`config.mk`:
```
export PLATFORM = sky130hd
export DESIGN_NAME = mbx_rpc_framer
export DESIGN_NICKNAME = d
export VERILOG_FILES = /design/src/rtl/mbx_pkg.sv /design/src/rtl/mbx_rst_sync.sv /design/src/rtl/mbx_lane_pick.sv /design/src/rtl/mbx_wait_timer.sv /design/src/rtl/mbx_seq.sv /design/src/rtl/mbx_rpc_framer.sv
export SDC_FILE = /design/constraint.sdc
export NUM_CORES = 1
export LEC_CHECK = 0
export CORE_MARGIN = 5
export CORE_UTILIZATION = 40
export CTS_CLUSTER_SIZE = 20
export DETAILED_ROUTE_END_ITERATION = 16
export PLACE_DENSITY_LB_ADDON = 0.2
export SLEW_MARGIN = 15
export SYNTH_ARGS = -nofsm -noshare
export SYNTH_HDL_FRONTEND = slang
export SYNTH_SLANG_ARGS = --single-unit
```
`constraint.sdc`:
```
create_clock -name clk -period 3 [get_ports clk]
set_input_delay 0.45 -clock clk [delete_from_list [all_inputs] [get_ports clk]]
set_output_delay 0.45 -clock clk [all_outputs]
set_load 0.01 [all_outputs]
```
`src/rtl/mbx_pkg.sv`:
```
package mbx_pkg;

  typedef enum logic [2:0] {
    ST_IDLE    = 3'd0,
    ST_TX_LEN  = 3'd1,
    ST_TX_WAIT = 3'd2,
    ST_RX_WAIT = 3'd3,
    ST_DONE    = 3'd4
  } mbx_state_e;

  typedef enum logic [1:0] {
    ERR_NONE = 2'd0,
    ERR_LEN  = 2'd1,
    ERR_TMO  = 2'd2
  } mbx_err_e;

endpackage

```
`src/rtl/mbx_rst_sync.sv`:
```
module mbx_rst_sync #(
  parameter int STAGES = 2
) (
  input  logic clk,
  input  logic rst_n,
  output logic rst_sync_n
);

  logic [STAGES-1:0] sync_q;

  always_ff @(posedge clk or negedge rst_n) begin
    if (!rst_n) begin
      sync_q <= '0;
    end else begin
      sync_q <= {sync_q[STAGES-2:0], 1'b1};
    end
  end

  assign rst_sync_n = sync_q[STAGES-1];

endmodule

```
`src/rtl/mbx_lane_pick.sv`:
```
module mbx_lane_pick #(
  parameter int NUM_LANES = 4,
  localparam int LANE_W = (NUM_LANES > 1) ? $clog2(NUM_LANES) : 1
) (
  input  logic [NUM_LANES-1:0] flags,
  input  logic [LANE_W-1:0]    sel,
  output logic                 hit
);

  logic [NUM_LANES-1:0] sel_oh;

  for (genvar g = 0; g < NUM_LANES; g++) begin : g_dec
    assign sel_oh[g] = (sel == LANE_W'(g));
  end

  assign hit = |(flags & sel_oh);

endmodule

```
`src/rtl/mbx_wait_timer.sv`:
```
module mbx_wait_timer #(
  parameter int LIMIT = 1000,
  localparam int CW = $clog2(LIMIT + 1)
) (
  input  logic clk,
  input  logic rst_n,
  input  logic clr,
  input  logic run,
  output logic expired
);

  logic [CW-1:0] cnt_q;
  logic [CW-1:0] cnt_d;
  logic          cnt_en;

  assign expired = (cnt_q == CW'(LIMIT - 1));
  assign cnt_en  = clr || (run && !expired);

  always_comb begin
    if (clr) begin
      cnt_d = '0;
    end else begin
      cnt_d = cnt_q + CW'(1);
    end
  end

  always_ff @(posedge clk or negedge rst_n) begin
    if (!rst_n) begin
      cnt_q <= '0;
    end else if (cnt_en) begin
      cnt_q <= cnt_d;
    end
  end

endmodule

```
`src/rtl/mbx_seq.sv`:
```
module mbx_seq
  import mbx_pkg::*;
#(
  parameter int DATA_W    = 32,
  parameter int NUM_LANES = 4,
  parameter int MAX_WORDS = 8,
  parameter int SIZE_LSB  = 8,
  parameter int SIZE_W    = 8,
  parameter int RES_W     = 8,
  localparam int LANE_W = (NUM_LANES > 1) ? $clog2(NUM_LANES) : 1,
  localparam int IDX_RAW = $clog2(MAX_WORDS + 1),
  localparam int IDX_W = (IDX_RAW > LANE_W) ? IDX_RAW : LANE_W
) (
  input  logic              clk,
  input  logic              rst_n,
  input  logic              start,
  input  logic              no_resp,
  input  logic [DATA_W-1:0] buf_rd_data,
  input  logic [DATA_W-1:0] mb_rx_data,
  input  logic              tx_hit,
  input  logic              rx_hit,
  input  logic              tmo,
  output logic [IDX_W-1:0]  word_idx,
  output logic [LANE_W-1:0] lane,
  output logic              tx_we,
  output logic              rx_re,
  output logic              wr_en,
  output logic [DATA_W-1:0] wr_data,
  output logic              waiting,
  output logic              xfer,
  output logic              busy,
  output logic              done,
  output logic [1:0]        err,
  output logic [RES_W-1:0]  result
);

  mbx_state_e          state_q, state_d;
  logic [IDX_W-1:0]    idx_q, idx_d;
  logic [IDX_W-1:0]    tot_q, tot_d;
  logic                nores_q, nores_d;
  mbx_err_e            err_q, err_d;
  logic [RES_W-1:0]    res_q, res_d;

  logic [SIZE_W-1:0]   tx_size;
  logic [SIZE_W-1:0]   rx_size;
  logic                tx_size_bad;
  logic                rx_size_bad;
  logic                last_word;
  logic [IDX_W-1:0]    idx_inc;

  function automatic logic [IDX_W-1:0] words_of(input logic [SIZE_W-1:0] s);
    if (s == '0) begin
      return IDX_W'(1);
    end
    return IDX_W'(s);
  endfunction

  assign tx_size     = buf_rd_data[SIZE_LSB +: SIZE_W];
  assign rx_size     = mb_rx_data[SIZE_LSB +: SIZE_W];
  assign tx_size_bad = (32'(tx_size) > MAX_WORDS);
  assign rx_size_bad = (32'(rx_size) > MAX_WORDS);
  assign idx_inc     = idx_q + IDX_W'(1);
  assign last_word   = (idx_inc == tot_q);

  // next-state and output decode
  always_comb begin
    state_d = state_q;
    idx_d   = idx_q;
    tot_d   = tot_q;
    nores_d = nores_q;
    err_d   = err_q;
    res_d   = res_q;
    tx_we   = 1'b0;
    rx_re   = 1'b0;
    wr_en   = 1'b0;
    wr_data = mb_rx_data;

    unique case (state_q)
      ST_IDLE: begin
        if (start) begin
          idx_d   = '0;
          err_d   = ERR_NONE;
          res_d   = '0;
          nores_d = no_resp;
          state_d = ST_TX_LEN;
        end
      end

      ST_TX_LEN: begin
        if (tx_size_bad) begin
          err_d   = ERR_LEN;
          state_d = ST_DONE;
        end else begin
          tot_d   = words_of(tx_size);
          state_d = ST_TX_WAIT;
        end
      end

      ST_TX_WAIT: begin
        if (tx_hit) begin
          tx_we = 1'b1;
          if (idx_q == IDX_W'(1)) begin
            res_d = buf_rd_data[RES_W-1:0];
          end
          if (last_word) begin
            idx_d = '0;
            if (nores_q) begin
              state_d = ST_DONE;
            end else begin
              res_d   = '0;
              state_d = ST_RX_WAIT;
            end
          end else begin
            idx_d = idx_inc;
          end
        end else if (tmo) begin
          err_d   = ERR_TMO;
          state_d = ST_DONE;
        end
      end

      ST_RX_WAIT: begin
        if (rx_hit) begin
          rx_re = 1'b1;
          wr_en = 1'b1;
          if (idx_q == '0) begin
            if (rx_size_bad) begin
              wr_data = '0;
              err_d   = ERR_LEN;
              state_d = ST_DONE;
            end else begin
              tot_d = words_of(rx_size);
              if (words_of(rx_size) == IDX_W'(1)) begin
                state_d = ST_DONE;
              end else begin
                idx_d = IDX_W'(1);
              end
            end
          end else begin
            if (idx_q == IDX_W'(1)) begin
              res_d = mb_rx_data[RES_W-1:0];
            end
            if (last_word) begin
              state_d = ST_DONE;
            end else begin
              idx_d = idx_inc;
            end
          end
        end else if (tmo) begin
          err_d   = ERR_TMO;
          state_d = ST_DONE;
        end
      end

      ST_DONE: begin
        state_d = ST_IDLE;
      end

      default: begin
        state_d = ST_IDLE;
      end
    endcase
  end

  // registers
  always_ff @(posedge clk or negedge rst_n) begin
    if (!rst_n) begin
      state_q <= ST_IDLE;
      idx_q   <= '0;
      tot_q   <= '0;
      nores_q <= 1'b0;
      err_q   <= ERR_NONE;
      res_q   <= '0;
    end else begin
      state_q <= state_d;
      idx_q   <= idx_d;
      tot_q   <= tot_d;
      nores_q <= nores_d;
      err_q   <= err_d;
      res_q   <= res_d;
    end
  end

  assign word_idx = idx_q;
  assign lane     = idx_q[LANE_W-1:0];
  assign waiting  = (state_q == ST_TX_WAIT) || (state_q == ST_RX_WAIT);
  assign xfer     = tx_we || rx_re;
  assign busy     = (state_q != ST_IDLE);
  assign done     = (state_q == ST_DONE);
  assign err      = err_q;
  assign result   = res_q;

endmodule

```
`src/rtl/mbx_rpc_framer.sv`:
```
module mbx_rpc_framer #(
  parameter int DATA_W         = 32,
  parameter int NUM_LANES      = 4,
  parameter int MAX_WORDS      = 8,
  parameter int TIMEOUT_CYCLES = 1000000,
  parameter int SIZE_LSB       = 8,
  parameter int SIZE_W         = 8,
  parameter int RES_W          = 8,
  localparam int LANE_W = (NUM_LANES > 1) ? $clog2(NUM_LANES) : 1,
  localparam int IDX_RAW = $clog2(MAX_WORDS + 1),
  localparam int IDX_W = (IDX_RAW > LANE_W) ? IDX_RAW : LANE_W
) (
  input  logic                 clk,
  input  logic                 rst_n,
  input  logic                 start,
  input  logic                 no_resp,
  output logic                 busy,
  output logic                 done,
  output logic [1:0]           err,
  output logic [RES_W-1:0]     result,
  output logic [IDX_W-1:0]     buf_rd_idx,
  input  logic [DATA_W-1:0]    buf_rd_data,
  output logic                 buf_wr_en,
  output logic [IDX_W-1:0]     buf_wr_idx,
  output logic [DATA_W-1:0]    buf_wr_data,
  input  logic [NUM_LANES-1:0] mb_tx_empty,
  output logic                 mb_tx_we,
  output logic [LANE_W-1:0]    mb_tx_sel,
  output logic [DATA_W-1:0]    mb_tx_data,
  input  logic [NUM_LANES-1:0] mb_rx_full,
  output logic                 mb_rx_re,
  output logic [LANE_W-1:0]    mb_rx_sel,
  input  logic [DATA_W-1:0]    mb_rx_data
);

  logic              rst_core_n;
  logic              tx_hit;
  logic              rx_hit;
  logic              tmo;
  logic              waiting;
  logic              xfer;
  logic [IDX_W-1:0]  word_idx;
  logic [LANE_W-1:0] lane;

  mbx_rst_sync #(.STAGES(2)) u_rst (
    .clk        (clk),
    .rst_n      (rst_n),
    .rst_sync_n (rst_core_n)
  );

  mbx_lane_pick #(.NUM_LANES(NUM_LANES)) u_tx_pick (
    .flags (mb_tx_empty),
    .sel   (lane),
    .hit   (tx_hit)
  );

  mbx_lane_pick #(.NUM_LANES(NUM_LANES)) u_rx_pick (
    .flags (mb_rx_full),
    .sel   (lane),
    .hit   (rx_hit)
  );

  mbx_wait_timer #(.LIMIT(TIMEOUT_CYCLES)) u_timer (
    .clk     (clk),
    .rst_n   (rst_core_n),
    .clr     (!waiting || xfer),
    .run     (waiting),
    .expired (tmo)
  );

  mbx_seq #(
    .DATA_W    (DATA_W),
    .NUM_LANES (NUM_LANES),
    .MAX_WORDS (MAX_WORDS),
    .SIZE_LSB  (SIZE_LSB),
    .SIZE_W    (SIZE_W),
    .RES_W     (RES_W)
  ) u_seq (
    .clk         (clk),
    .rst_n       (rst_core_n),
    .start       (start),
    .no_resp     (no_resp),
    .buf_rd_data (buf_rd_data),
    .mb_rx_data  (mb_rx_data),
    .tx_hit      (tx_hit),
    .rx_hit      (rx_hit),
    .tmo         (tmo),
    .word_idx    (word_idx),
    .lane        (lane),
    .tx_we       (mb_tx_we),
    .rx_re       (mb_rx_re),
    .wr_en       (buf_wr_en),
    .wr_data     (buf_wr_data),
    .waiting     (waiting),
    .xfer        (xfer),
    .busy        (busy),
    .done        (done),
    .err         (err),
    .result      (result)
  );

  assign buf_rd_idx = word_idx;
  assign buf_wr_idx = word_idx;
  assign mb_tx_sel  = lane;
  assign mb_rx_sel  = lane;
  assign mb_tx_data = buf_rd_data;

endmodule

```
Word level (Yosys, flattened, before mapping)
Index checks and enable logic that the tools add are counted.

word-level totals
  register bits after elaboration = 44
  input port bits = 76
  output and inout bits = 91

cells by class
  muxes and demuxes = 65
  $lt $le $gt $ge = 2
  $add $sub $neg = 2
  eq/ne operators = 29
  reductions and logical operators = 24
  bitwise logic cells = 2

operator list
  kind                                                           number
  two-way mux 32 bit                                             4
  two-way mux 4 bit                                              17
  two-way mux 8 bit                                              8
  two-way mux 3 bit                                              11
  case mux 8 bit (3 select lines)                                1
  adder 20 x 1 -> 20 bit, second input constant                  1
  == test 20 bit, second input constant                          1
  two-way mux 20 bit                                             1
  greater-than comparator 8 x 4 -> 1 bit, second input constant  2
  zero test 8 bit                                                2
  two-way mux 2 bit                                              7
  != test 2 bit, second input constant                           7
  two-way mux 1 bit                                              12
  case mux 3 bit (4 select lines)                                1
  case mux 4 bit (3 select lines)                                1
  AND reduction 6 bit                                            2
  != test 3 x 2 -> 1 bit, second input constant                  3
  != test 3 bit, second input constant                           3
  AND 4 bit                                                      2
  == test 4 x 1 -> 1 bit, second input constant                  2
  case mux 2 bit (4 select lines)                                1
  case mux 4 bit (2 select lines)                                1
  OR reduction 4 bit                                             2
  AND reduction 7 bit                                            1
  22 further kinds                                               31

Depth between registers and ports, before layout
Gate-level depths: netlist of the first run.

  depth in word-level cells = 17
  depth in mapped cells = 8
  gate-level depth less buffers = 7

Modules after synthesis
From an unflattened synthesis of the first run, not the netlist that was laid out.

second synthesis, totals
  cells, all modules = 387
  area, all modules = 3483.3 um^2

by module, submodules not included
  module          times used  cells an instance  area an instance (um^2)  sequential area each (um^2)
  mbx_seq         1           217                1889.3                   550.5
  mbx_wait_timer  1           126                1203.7                   500.5
  mbx_rpc_framer  1           39                 291.5                    0.0
  mbx_rst_sync    1           3                  53.8                     50.0
  mbx_lane_pick   2           1                  22.5                     0.0

Worst setup path after synthesis of the first run
OpenSTA, ideal clock, no wires.

  path kind = flip-flop to output port
  start = register u_seq.idx_q[0] (netlist: u_seq.word_idx[0])
  end = output buf_wr_data[10]
  setup slack = 0.595 ns
  cell stages (with the launch flop) = 9
  arrival time = 1.955 ns
  data required time = 2.550 ns
  cell sequence = dfrtp_1 > inv_1 > ha_1 > a22o_1 > nor2_1 > nor2_1 > nand2_1 > clkbuf_1 > and2_1

between the ends
  cells in the longest elaborated chain, start to end = 5
  elaborated cells on any way between the ends = 10
  classes of those cells = eq/ne (3); mux (3); bitwise (1); reduce/logical (3)

ends and longest elaborated chain
  what                                            RTL line              text
  start, declared                                 mbx_seq.sv:38         logic [IDX_W-1:0] idx_q, idx_d;
  start signal, assigned                          mbx_seq.sv:176        idx_q <= idx_d;
  == test 2 x 1 -> 1 bit (tied with other cells)  mbx_lane_pick.sv:13   assign sel_oh[g] = (sel == LANE_W'(g));
  AND 4 bit                                       mbx_lane_pick.sv:16   assign hit = |(flags & sel_oh);
  OR reduction 4 bit                              mbx_lane_pick.sv:16
  two-way mux 32 bit *                            mbx_seq.sv:123        if (rx_hit) begin
  two-way mux 32 bit *                            mbx_seq.sv:78         unique case (state_q)
  end, declared                                   mbx_rpc_framer.sv:25  output logic [DATA_W-1:0] buf_wr_data,

Every way passes the cells marked *; elsewhere a longest branch is shown, timed or not.

Final worst setup path of the first run
  start = register u_seq.idx_q[0] (netlist: u_seq.word_idx[0])
  end = output mb_tx_we

between the ends
  cells in the longest elaborated chain, start to end = 5
  elaborated cells on any way between the ends = 8
  classes of those cells = eq/ne (3); mux (2); bitwise (1); reduce/logical (2)

ends and longest elaborated chain
  what                                            RTL line              text
  == test 2 x 1 -> 1 bit (tied with other cells)  mbx_lane_pick.sv:13
  AND 4 bit *                                     mbx_lane_pick.sv:16
  OR reduction 4 bit *                            mbx_lane_pick.sv:16
  two-way mux 1 bit *                             mbx_seq.sv:100        if (tx_hit) begin
  two-way mux 1 bit *                             mbx_seq.sv:78
  end, declared                                   mbx_rpc_framer.sv:27  output logic mb_tx_we,

Marks and branches as above.

==> flow_summary.yaml, run 1 <==
status:
  status: "finished, final reports clean"
detailed_routing:
  drtIter0Drc: 151
  drt_wl_total_um: 9487
  drtPass1Iterations: 4
  ant_nets: 0
  drc: 0
  vias: 2893
  wire_per_inst_um: 16.97
  vias_per_cell: 5.175
clock_network:
  cts-root-buf: "clkbuf_8"
  cts_tree: "built"
  clkTransAtPathRegs_ns: 0.09
  cts_sinks: 44
  cts_buffers: 5
  worstSkewPairLatency_ns: 0.31
  cts.path.max_buffers: 2
  hold_buffers: 0
  cts-htree-levels: 2
die:
  io_pins: 167
  coreArea_um2: 7647
  rows: 32
  die_y_um: 98.22
  fp.dieArea_um2: 9647
  initial_core_util_pct: 40.71
  die-width_um: 98.22
worst_setup_path:
  worstPathRequired_ns: 2.55
  path_max_fanout: 7
  rr_worst_depth: 8
  cp.arrival_ns: 2.46
  timing.rr.end: "u_seq.state_q[1]"
  criticalPathCategory: "flop to primary output"
  r2r-start: "u_seq.word_idx[0]"
  reg2reg_slack_ns: 0.39
  startpoint: "u_seq.word_idx[0]"
  start_kind: "flop"
  cp-end-kind: "primary output"
synth:
  syn_area_per_cell_um2: 8.971
  synthSimpleGateAreaFrac_pct: 25.48
  synth_mux_area_share_pct: 1.367
  synth.distinct_cells: 62
  yosysMostFrequentCell: "dfrtp_1"
  syn_nets: 428
  synth_edf_count: 0
  synth_top_family_by_area: "simple AND/OR/NAND/NOR gates"
  async_reset_ff_share_pct: 100.0
  synth-seq-cells: 44
  seq_area_frac_synth_pct: 35.37
  ys_warn_count: 0
  synth_top_cell_area_share_pct: 35.37
  synth-xor-area-share_pct: 5.506
  synth_common_cells: "44 x dfrtp_1, 41 x buf_4, 30 x nor2_1, 29 x and2_1, 20 x nand2_1"
  synth_top_cell_by_area: "dfrtp_1"
  synthTopCellsByArea: "dfrtp_1 35%, buf_4 9.9%, and2_1 5.8%"
  synthFlopType: "dfrtp_1"
  synth_compound_area_share_pct: 17.28
  synthesis.area_um2: 3113
  synth-adder-area-share_pct: 2.010
  synthCells: 347
sta:
  clock_skew_ns: 0.01162
  hold_violations: 0
  tightest_slew_ns: 0.6121
  slew-limit-headroom_pct: 58.82
  setup_viol: 0
  period_share_pct: 96.97
  fin_crit_ns: 2.909
  final_max_slew_viol_count: 0
  fmax_mhz: 343.8
place:
  post-dp-hpwl_um: 7421
  gp_congestion: 0.9242
  port_buffers: 134
  dpl_cell_area_um2: 4337
global_route:
  antenna_found_initial: 0
  grt_max_degree: 29
  grt_pass1_wl_um: 15010
  grt.overflow.total: 0
  track_usage_pct: 19.11
  grt_pass1_vias: 2864
layout:
  drive_gt1_share_pct: 10.72
  diodes: 0
  nNetsFinal: 537
  fillers: 665
  final_cell_area_um2: 4598
  areaGrowthSynthToFinish_pct: 47.71
power:
  powerDensity_nw_per_um2: 660.5
  leakage_nw: 1.955
  total_power_mw: 3.037
  vdd_ir_drop_max_v: 0.0003709
min_path:
  hold_path_class: "flop to asynchronous set/reset pin"
job:
  maxCapViolCount: 0
==> cells in the final DEF (no fill, tap or decap), types with 7 or more instances in the layout <==
cell             synthesis  layout
nor2_1                  30      27
a32oi_1                  9       9
xnor2_1                 12      12
o2bb2ai_1                8       8
dlymetal6s2s_1           0      15
clkdlybuf4s50_1          0     119
inv_1                    8       8
nand3_1                  7       7
buf_4                   41      19
dfrtp_1                 44      42
a31oi_1                  8       8
and3_1                   7       7
nand2_1                 20      19
and2_1                  29      29
a21oi_1                  9       9
==> state kept, by name, indices dropped and copies added, names as in the netlist <==
signal,count
u_seq.word_idx,4
u_timer.cnt_q,20
u_seq.tot_q,4
u_seq.state_q,3
u_seq.nores_q,1
u_seq.result,8
u_seq.err,2
u_rst.sync_q,2
==> stage by stage <==
| step | util (%) | worst slack [ns] | hold WS (ns) | setup TNS [ns] | instances |
|---|---|---|---|---|---|
| floorplan | - | 0.5952 | 0.1544 | 0 | 347 |
| global placement | 56.71 | 0.2152 | 0.2019 | 0 | 544 |
| detailed placement | 56.71 | 0.2065 | 0.2178 | 0 | 544 |
| CTS | 58.52 | 0.02297 | 0.2195 | 0 | 554 |
| global route | 60.13 | -0.001246 | 0.2561 | -0.001246 | 559 |
| finish | 60.13 | 0.09104 | 0.1905 | 0 | 559 |
==> worst max-delay path: stages, from the launching register on <==
cell             delay, ns
dfrtp_2               0.43
inv_1                 0.10
ha_1                  0.23
buf_4                 0.16
a22oi_1               0.36
a21o_1                0.30
inv_2                 0.05
clkdlybuf4s50_1       0.53
==> routing by layer <==
metal	wire length [µm]	GRT usage, %	part of all wire [%]	vias up
met5	0	0	0	-
met4	90	3.676	0.95	0
met3	527	4.571	5.6	10
met2	4628	31.83	49	75
met1	4241	25.52	45	1387
li1	-	-	-	1421
==> area by class of cell <==
class                   instances  area [µm²]  area share (%)
well taps                     102       127.6           2.776
repair buffers                155        1567           34.07
clock buffers                   6       82.58           1.796
multi-input cells             240        1642           35.70
inverters                      10       37.54          0.8163
clock inverters                 2       38.79          0.8435
flip-flops and latches         44        1104           24.00
==> worst max path at each step <==
stage                                  to  slack [ns]  cells after the start
after global routing             mb_tx_we      -0.001                      7
after global placement     buf_wr_data[8]        0.22                      8
final                            mb_tx_we        0.09                      7
after floorplan           buf_wr_data[10]        0.60                      8
after detailed placement   buf_wr_data[8]        0.21                      7
after CTS                  buf_wr_data[8]        0.02                      9
==> repair_timing <==
| action | CTS | global route |
|---|---|---|
| endpoints found under the setup margin | 28 | 29 |
| buffers inserted | 2 | 4 |
| resized for setup | 2 | 22 |
| cloned | 0 | 1 |
| pin swaps | 0 | 3 |
==> cells by family after synthesis <==
| kind of cell | count (synthesis) |
|---|---|
| and+or+nand+nor | 141 |
| buffers and inverters | 63 |
| xor gates and xnor gates | 18 |
| DFF | 44 |
| adders and majority gates | 5 |
| AOI/OAI and AO/OA | 71 |
| muxes | 4 |
| other | 1 |
==> report_power, final <==
part / switching (mW) / internal, mW / leakage, nW
combinational: 0.788 / 0.882 / 1.31
sequential: 0.150 / 0.732 / 0.586
clock: 0.213 / 0.272 / 0.0614
total: 1.15 / 1.89 / 1.95
No activity file was read; power rests on OpenSTA's default activity.
==> run 2: changes to the inputs <==
--- a/config.mk
+++ b/config.mk
@@ -9,7 +9,7 @@
 export CORE_UTILIZATION = 40
 export CTS_CLUSTER_SIZE = 20
 export DETAILED_ROUTE_END_ITERATION = 16
-export PLACE_DENSITY_LB_ADDON = 0.2
+export PLACE_DENSITY = 0.87
 export SLEW_MARGIN = 15
 export SYNTH_ARGS = -nofsm -noshare
 export SYNTH_HDL_FRONTEND = slang
==> run 2 against run 1 <==
  * Highest routed layer unchanged
  * Wire length up 5.0%
  * Core utilization decreased by 0.64 points
  * Clock skew is 0.0025 ns lower
  * Largest power group unchanged
==> flow_summary.yaml, run 2 (synthesis results as in run 1) <==
place:
  port_buffers: 134
  pre_cts_slack_ns: 0.1477
  gp_congestion: 0.9994
  post-dp-hpwl_um: 7630
  dp.cells: 543
die:
  fp.dieArea_um2: 9647
  coreArea_um2: 7647
  rows: 32
  die-width_um: 98.22
  initial_core_util_pct: 40.71
  die_y_um: 98.22
  io_pins: 167
global_route:
  track_usage_pct: 19.67
  grt_pass1_wl_um: 15530
  antenna_found_initial: 0
  grt.overflow.total: 0
  use_met1_pct: 25.66
  busiest_layer: "met2"
  use_met3_pct: 3.929
  grt_pass1_vias: 3004
  grt_util_met2_pct: 33.14
  grt_max_degree: 43
power:
  total_power_mw: 3.018
  intPower_mw: 1.836
  vdd_ir_drop_max_v: 0.0004498
  leakage_nw: 1.945
  pwr-share-clk_pct: 16.0
  powerDensity_nw_per_um2: 663.4
  sw_frac_of_total_pct: 39.16
  switchingPower_mw: 1.182
  seqPwrFrac_pct: 28.9
  comb_power_share_pct: 55.1
clock_network:
  clkTransAtPathRegs_ns: 0.09
  cts_tree: "built"
  cts-htree-levels: 2
  cts-root-buf: "clkbuf_8"
  worstSkewPairLatency_ns: 0.31
  cts.path.max_buffers: 2
  cts_buffers: 5
  hold_buffers: 0
  cts_sinks: 44
layout:
  largest_reg_flops: 20
  seqCellArea_um2: 1102
  diodes: 0
  fillers: 629
  top_register: "u_timer.cnt_q"
  multi_input_area_um2: 1630
  layout_commonest_cell: "clkdlybuf4s50_1"
  areaGrowthSynthToFinish_pct: 46.14
  nNetsFinal: 532
  fin_cells: 554
  drive_gt1_share_pct: 9.292
  final_cell_mix: "116 x clkdlybuf4s50_1, 43 x dfrtp_1, 29 x and2_1"
detailed_routing:
  drtIter0Drc: 235
  wire_per_inst_um: 17.98
  vias: 2969
  drc: 0
  drt_wl_total_um: 9961
  ant_nets: 0
  vias_per_cell: 5.359
  drtPass1Iterations: 4
worst_setup_path:
  start_kind: "flop"
  slowest_stage: "clkdlybuf4s50_1"
  cp_slowest_stage_delay_ns: 0.50
  cp-end-kind: "primary output"
  path_max_fanout: 6
  path_cells: "inv_1 > ha_1 > buf_4 > a22oi_1 > a21o_1 > inv_2 > clkdlybuf4s50_1"
  worstPathRequired_ns: 2.55
  cp.arrival_ns: 2.45
  criticalPathCategory: "flop to primary output"
sta:
  fin_setup_tns_ns: 0
  hold_violations: 0
  setup_viol: 0
  hold_ws_ns: 0.2914
  period_share_pct: 96.78
  slew-limit-headroom_pct: 62.00
  rsz0062_at_grt: "false"
  tightest_slew_ns: 0.5648
  fin_crit_ns: 2.903
  fin_ws_ns: 0.09669
  fmax_mhz: 344.4
  clock_skew_ns: 0.009074
  final_max_slew_viol_count: 0
status:
  status: "finished, final reports clean"
job:
  maxCapViolCount: 0
min_path:
  hold_path_class: "input pin to asynchronous set/reset pin"
## run 2: metal layers
layer | up-vias | wire length [µm]
li1 | 1406 | -
met1 | 1420 | 4186
met2 | 124 | 4979
met3 | 19 | 616
met4 | 0 | 178
met5 | - | 0
## run 2: repair_timing
action | in CTS | in global routing
setup buffers | 2 | 0
hold endpoints to repair | 0 | 0
gates cloned | 0 | 1
pin swaps | 1 | 0
resized for setup | 1 | 25
endpoints found under the setup margin | 32 | 29
## run 2: per-stage QoR
stage                     utilization, %  cell area (µm²)
after global placement             56.61             4329
after floorplan                        -             3113
after CTS                          58.33             4461
after global routing               59.49             4549
final                              59.49             4549
after detailed placement           56.61             4329
## run 2: worst paths after layout
check,start,end,slack [ns],cells after the start
worst max-delay path,u_seq.word_idx[0],mb_tx_we,0.1,7
worst min-delay path,rst_n,u_rst.sync_q[0],0.29,1
worst max register to register,u_seq.word_idx[0],u_seq.state_q[1],0.40,8
worst min register to register,u_rst.sync_q[1],u_seq.state_q[1],0.31,1
max in group asynchronous,u_rst.sync_q[1],u_seq.word_idx[1],2.30,1
min in group clk,u_rst.sync_q[0],u_rst.sync_q[1],0.37,0
## run 2: power groups by stage
stage / logic (mW) / clock network, mW / registers (mW)
after floorplan: 0.925 / 0 / 0.877
after global placement: 1.56 / 0 / 0.879
after detailed placement: 1.60 / 0 / 0.883
after CTS: 1.63 / 0.489 / 0.868
after global routing: 1.79 / 0.512 / 0.892
final: 1.66 / 0.482 / 0.873
## run 2: layout make-up
class | instances | share of cell area (%)
Clock buffer | 5 | 1.513
Clock inverter | 3 | 1.018
Inverter | 10 | 0.8251
Multi-Input combinational cell | 240 | 35.84
Sequential cell | 44 | 24.23
Tap cell | 102 | 2.805
Timing Repair Buffer | 150 | 33.77
## run 2: worst max-delay path: cells and delay by family, from the launching register on
family                     cells  cell delay, ns
AOI/OAI and AO/OA              2            0.68
adders and majority gates      1            0.23
DFF                            1            0.41
buffers and inverters          4            0.82
